### config.mk
export PLATFORM = sky130hd
export DESIGN_NAME = adc_ready_ctrl
export DESIGN_NICKNAME = d
export VERILOG_FILES = /design/src/rtl/adc_ready_pkg.sv /design/src/rtl/adc_settle_gate.sv /design/src/rtl/adc_ready_router.sv /design/src/rtl/adc_ready_capture.sv /design/src/rtl/adc_ready_ctrl.sv
export SDC_FILE = /design/constraint.sdc
export NUM_CORES = 1
export LEC_CHECK = 0
export BUFFER_PORTS_ARGS = -buffer_cell sky130_fd_sc_hd__buf_2
export CAP_MARGIN = 15
export CORE_MARGIN = 5
export CORE_UTILIZATION = 52
export CTS_CLUSTER_SIZE = 20
export DETAILED_ROUTE_END_ITERATION = 10
export GPL_ROUTABILITY_DRIVEN = 0
export PLACE_DENSITY_LB_ADDON = 0.25
export SYNTH_ARGS = -nofsm -noshare
export SYNTH_HDL_FRONTEND = slang
export SYNTH_SLANG_ARGS = --single-unit
### constraint.sdc
create_clock -name clk -period 2.85 [get_ports clk]
set_input_delay 0.855 -clock clk [delete_from_list [all_inputs] [get_ports clk]]
set_output_delay 0.855 -clock clk [all_outputs]
set_load 0.05 [all_outputs]
### src/rtl/adc_ready_pkg.sv
package adc_ready_pkg;

    typedef enum logic [1:0] {
        MODE_LINKED = 2'b00,
        MODE_CH0    = 2'b01,
        MODE_CH1    = 2'b10,
        MODE_ANY    = 2'b11
    } dr_mode_e;

    localparam int unsigned NUM_CH        = 2;
    localparam int unsigned SETTLE_TICKS  = 3;

endpackage

### src/rtl/adc_settle_gate.sv
module adc_settle_gate #(
    parameter int unsigned HOLD = 3
) (
    input  logic clk,
    input  logic rst_n,
    input  logic off,
    input  logic tick,
    output logic done
);
    localparam int unsigned CW = $clog2(HOLD + 1);
    localparam logic [CW-1:0] LIMIT = CW'(HOLD);

    typedef struct packed {
        logic [CW-1:0] cnt;
    } gate_st_t;

    gate_st_t st_d, st_q;

    always_comb begin
        st_d = st_q;
        if (off) begin
            st_d.cnt = '0;
        end else if (tick && (st_q.cnt != LIMIT)) begin
            st_d.cnt = st_q.cnt + 1'b1;
        end
    end

    always_ff @(posedge clk) begin
        if (!rst_n) begin
            st_q <= '0;
        end else begin
            st_q <= st_d;
        end
    end

    assign done = (st_q.cnt == LIMIT);

endmodule

### src/rtl/adc_ready_router.sv
module adc_ready_router
    import adc_ready_pkg::*;
(
    input  logic              settle_en,
    input  logic [1:0]        mode,
    input  logic              lag_sel,
    input  logic [NUM_CH-1:0] chan_off,
    input  logic [NUM_CH-1:0] smp_valid,
    input  logic [NUM_CH-1:0] settled,
    output logic              pulse,
    output logic [NUM_CH-1:0] snap_ld,
    output logic [NUM_CH-1:0] stat_clr
);
    logic [NUM_CH-1:0] ch_ok;
    logic [NUM_CH-1:0] ch_ev;
    logic              linked_ev;

    for (genvar g = 0; g < NUM_CH; g++) begin : g_qual
        assign ch_ok[g] = !chan_off[g] && (!settle_en || settled[g]);
        assign ch_ev[g] = smp_valid[g] && ch_ok[g];
    end

    assign linked_ev = ch_ev[lag_sel] && ch_ok[!lag_sel];

    always_comb begin
        pulse    = 1'b0;
        snap_ld  = ch_ev;
        stat_clr = ch_ev;
        unique case (dr_mode_e'(mode))
            MODE_LINKED: begin
                pulse    = linked_ev;
                snap_ld  = {NUM_CH{linked_ev}};
                stat_clr = {NUM_CH{linked_ev}};
            end
            MODE_CH0: pulse = ch_ev[0];
            MODE_CH1: pulse = ch_ev[1];
            MODE_ANY: pulse = |ch_ev;
            default:  pulse = 1'b0;
        endcase
    end

endmodule

### src/rtl/adc_ready_capture.sv
module adc_ready_capture
    import adc_ready_pkg::*;
#(
    parameter int unsigned DW = 24
) (
    input  logic                       clk,
    input  logic                       rst_n,
    input  logic [NUM_CH-1:0]          snap_ld,
    input  logic                       rd_start,
    input  logic [NUM_CH-1:0][DW-1:0]  live,
    output logic [NUM_CH-1:0][DW-1:0]  rd_word
);
    typedef struct packed {
        logic [NUM_CH-1:0][DW-1:0] snap;
        logic [NUM_CH-1:0][DW-1:0] rd;
    } cap_st_t;

    cap_st_t st_d, st_q;

    always_comb begin
        st_d = st_q;
        for (int i = 0; i < NUM_CH; i++) begin
            if (snap_ld[i]) begin
                st_d.snap[i] = live[i];
            end
        end
        if (rd_start) begin
            st_d.rd = st_q.snap;
        end
    end

    always_ff @(posedge clk) begin
        if (!rst_n) begin
            st_q <= '0;
        end else begin
            st_q <= st_d;
        end
    end

    assign rd_word = st_q.rd;

endmodule

### src/rtl/adc_ready_ctrl.sv
module adc_ready_ctrl
    import adc_ready_pkg::*;
#(
    parameter int unsigned DW = 24
) (
    input  logic          clk,
    input  logic          rst_n,
    input  logic          cfg_settle_en,
    input  logic          cfg_idle_drive,
    input  logic [1:0]    cfg_mode,
    input  logic          lag_sel,
    input  logic [1:0]    chan_off,
    input  logic          period_tick,
    input  logic [1:0]    smp_valid,
    input  logic [DW-1:0] chan_data0,
    input  logic [DW-1:0] chan_data1,
    input  logic          rd_start,
    input  logic          stat_rd,
    output logic          dr_pin,
    output logic          dr_oe,
    output logic [DW-1:0] rd_data0,
    output logic [DW-1:0] rd_data1,
    output logic [1:0]    stat_flags
);
    logic [NUM_CH-1:0]         settled;
    logic                      pulse;
    logic [NUM_CH-1:0]         snap_ld;
    logic [NUM_CH-1:0]         stat_clr;
    logic [NUM_CH-1:0][DW-1:0] live;
    logic [NUM_CH-1:0][DW-1:0] rd_word;

    for (genvar g = 0; g < NUM_CH; g++) begin : g_settle
        adc_settle_gate #(.HOLD(SETTLE_TICKS)) u_gate (
            .clk   (clk),
            .rst_n (rst_n),
            .off   (chan_off[g]),
            .tick  (period_tick),
            .done  (settled[g])
        );
    end

    adc_ready_router u_router (
        .settle_en (cfg_settle_en),
        .mode      (cfg_mode),
        .lag_sel   (lag_sel),
        .chan_off  (chan_off),
        .smp_valid (smp_valid),
        .settled   (settled),
        .pulse     (pulse),
        .snap_ld   (snap_ld),
        .stat_clr  (stat_clr)
    );

    assign live[0] = chan_data0;
    assign live[1] = chan_data1;

    adc_ready_capture #(.DW(DW)) u_capture (
        .clk      (clk),
        .rst_n    (rst_n),
        .snap_ld  (snap_ld),
        .rd_start (rd_start),
        .live     (live),
        .rd_word  (rd_word)
    );

    typedef struct packed {
        logic              pin;
        logic              oe;
        logic [NUM_CH-1:0] stat;
    } pin_st_t;

    pin_st_t st_d, st_q;

    always_comb begin
        st_d     = st_q;
        st_d.pin = !pulse;
        st_d.oe  = cfg_idle_drive || pulse;
        if (stat_rd) begin
            st_d.stat = '1;
        end
        st_d.stat = st_d.stat & ~stat_clr;
    end

    always_ff @(posedge clk) begin
        if (!rst_n) begin
            st_q.pin  <= 1'b1;
            st_q.oe   <= 1'b0;
            st_q.stat <= '1;
        end else begin
            st_q <= st_d;
        end
    end

    assign dr_pin     = st_q.pin;
    assign dr_oe      = st_q.oe;
    assign stat_flags = st_q.stat;
    assign rd_data0   = rd_word[0];
    assign rd_data1   = rd_word[1];

endmodule

==> summary.txt <==
Synth
  • Post-synth EDFFs: 0
  • Synth top area share: 49.8%
  • Ys async rst share: 0%
  • Synthesis warning total: 0
  • Most common cell in the netlist: dfxtp_1
  • Synth Register Bits: 104
  • Syn Area/Cell: 10.1 um^2
  • Synth cell count leaders: dfxtp_1 (104), mux2i_1 (75), nor2_1 (57), nand2_1 (52), buf_4 (48)
  • Distinct cells, synth: 32
  • Synthesized Nets: 476
  • Synth top area cells: dfxtp_1 (50%), mux2i_1 (18%), buf_4 (8.6%), nor2_1 (5.1%), a22o_1 (5.0%)
  • Synth area leader: dfxtp_1
  • Post-synthesis sequential area ratio: 49.8%
  • Primary FF master, synth: dfxtp_1
  • Mapped Cells: 412
  • Post-Syn Area: 4180 um^2

Power and ir drop
  • Sequential power share: 57.2%
  • Internal power: 1.95 mW
  • Leak Pwr: 2.19 nW
  • Switching pwr: 690 uW
  • PwrDens: 570 nW/um^2
  • Worst VDD drop: 348 uV
  • Logic pwr share: 10.2%
  • Sw frac: 26.1%
  • Clock share of power: 32.6%

STA
  • Relative slew slack: 70.0%
  • Final hold vios: 0
  • Max Slew Vio Count: 0
  • RSZ-0062 raised after global routing: false
  • Minimum clock period: 2.15 ns
  • Tcrit/Tclk final: 75.3%
  • Measured slew at the worst slew-check pin: 0.450 ns
  • TNS Setup: 0 ns
  • Worst Skew: 0.0111 ns
  • F_max: 0.466 GHz
  • Setup violators final: 0
  • WHS: 0.461 ns

Global route
  • Congestion Overflow GR: 0
  • Tot GR Track Use: 17.0%
  • First-pass GRT wire length: 13.7 mm
  • Number of antenna violations at the first check in global routing: 0
  • Largest net degree at the start of global routing: 49
  • Vias in the first global route: 2909

Place
  • Detailed-placement wirelength estimate: 5.76 mm
  • I/O Buffers: 113

Floorplanning
  • Die Y: 99.7 um
  • Die area: 9940 um^2
  • Initial Util: 53.8%
  • Die W: 99.7 um
  • Core outline area: 7770 um^2
  • Core Rows: 32
  • Top Ports: 114

Critical path
  • Crit path required time: 3.13 ns
  • Crit Path Class: input port to flip-flop
  • Critical path endpoint: u_capture.st_q[89]
  • Critical path launch point: lag_sel
  • Worst r2r src: g_settle[1].u_gate.st_q[0]
  • CP Max Fanout: 25
  • Worst r2r dst: u_capture.st_q[89]
  • R2R setup slack: 0.95 ns
  • R2R cell count: 6
  • Startpoint types: input port
  • Worst EP arrival: 2.43 ns
  • Crit. End Element: flip-flop

Routing
  • Wire per inst: 14.3 um
  • Routed WL: 8.24 mm
  • Vias per Instance: 4.98
  • Pre-antenna DRT Iters: 4
  • DRC Markers: 0
  • Initial DRC Count: 81
  • Detail Route Antenna Nets: 0
  • Via count: 2874

Finish
  • Fin nets: 534
  • Area grow syn2layout: 11.0%
  • Ant diodes: 0
  • Proportion of layout cells with a drive suffix above 1: 29.9%

Clocking
  • Clock-pin slew on the worst setup and hold paths: 0.10 ns
  • CTS sink cnt: 104
  • Count of cells resized by post-cts repair: 0
  • Clock Tree Root: clkbuf_8
  • Hold-fix buffers, CTS: 0
  • CTS tree: done
  • Setup bufs post-CTS: 0
  • Clock Tree Buf Depth: 2
  • CTS buffer count: 9
  • CTS H-tree lvls: 3
  • Worst-skew pair later-pin latency: 0.35 ns

Worst hold path
  • Hold crit path type: flip-flop to flip-flop

Flow run
  • Max-Cap Viols: 0

Status
  • Status: finished, final reports clean
==> through the flow <==
stage | setup slack (ns) | area, um^2 | util (%) | power, mW | cells
after floorplan | 0.554 | 4180 | - | 1.74 | 412
after global placement | 0.400 | 4450 | 57.3 | 1.81 | 561
after detailed placement | 0.330 | 4450 | 57.3 | 1.82 | 561
after CTS | 0.710 | 4640 | 59.7 | 2.68 | 577
after global routing | 0.644 | 4640 | 59.7 | 2.77 | 577
final | 0.704 | 4640 | 59.7 | 2.64 | 577
==> power groups by stage <==
stage               combinational (mW)  sequential, mW  clock (mW)
detailed placement               0.271            1.55           0
floorplan                        0.192            1.55           0
finish                           0.268            1.51       0.863
global route                     0.292            1.52       0.958
global placement                 0.266            1.54           0
CTS                              0.271            1.51       0.896
==> sequential cells by signal (all words and copies together), names as in the netlist <==
name	flops
stat_flags	2
g_settle.u_gate.st_q	4
dr_oe	1
u_capture.st_q	48
u_capture.rd_word	48
dr_pin	1
==> per-layer routing <==
| metal | GRT usage (%) | part of all wire, % | vias to the layer above |
|---|---|---|---|
| met5 | 0 | 0 | - |
| met4 | 4.10 | 0.85 | 0 |
| met3 | 5.19 | 6.4 | 8 |
| met2 | 28.4 | 48 | 70 |
| met1 | 21.4 | 44 | 1351 |
| li1 | - | - | 1445 |
==> critical path: stages <==
cell      delay [ns]
buf_2           0.12
or4b_1          0.52
a211o_1         0.30
a21boi_4        0.18
buf_12          0.22
mux2i_1         0.22
==> cell families (layout without fill, tap and decap cells) <==
family	count (synthesis)	in the layout	synth area share (%)
buf+inv	74	137	12.5
flops	104	104	49.8
fa+ha+maj	2	2	0.598
mux	75	75	18.0
compound gates	35	35	7.12
xor+xnor	2	2	0.419
simple gates	120	120	11.6
==> how the worst min path moves through the flow <==
| stage | from | cells after the start | slack (ns) | endpoint |
|---|---|---|---|---|
| CTS | u_capture.st_q[86] | 2 | 0.46 | u_capture.st_q[86] |
| finish | u_capture.st_q[77] | 2 | 0.46 | u_capture.st_q[77] |
| detailed placement | u_capture.st_q[86] | 2 | 0.45 | u_capture.st_q[86] |
| global route | u_capture.st_q[91] | 2 | 0.48 | u_capture.st_q[91] |
| global placement | u_capture.st_q[95] | 2 | 0.44 | u_capture.st_q[95] |
| floorplan | u_capture.st_q[72] | 2 | 0.43 | u_capture.st_q[72] |
==> final cells by class <==
type | instances | area, um^2
Fill cell | 711 | 3130
Sequential cell | 104 | 2080
Multi-Input combinational cell | 234 | 1600
Timing Repair Buffer | 119 | 636
Clock buffer | 10 | 138
Tap cell | 102 | 128
Clock inverter | 6 | 48.8
Inverter | 2 | 7.51
==> cell usage in the layout (no fill, tap or decap), drive strengths merged, types with 6 or more instances in the layout <==
cell	Yosys	routed
clkbuf	11	10
nor2	57	57
buf	57	119
mux2i	75	75
a22o	24	24
dfxtp	104	104
inv	2	6
nand2	52	52
Power figures use the tool's default switching activity.
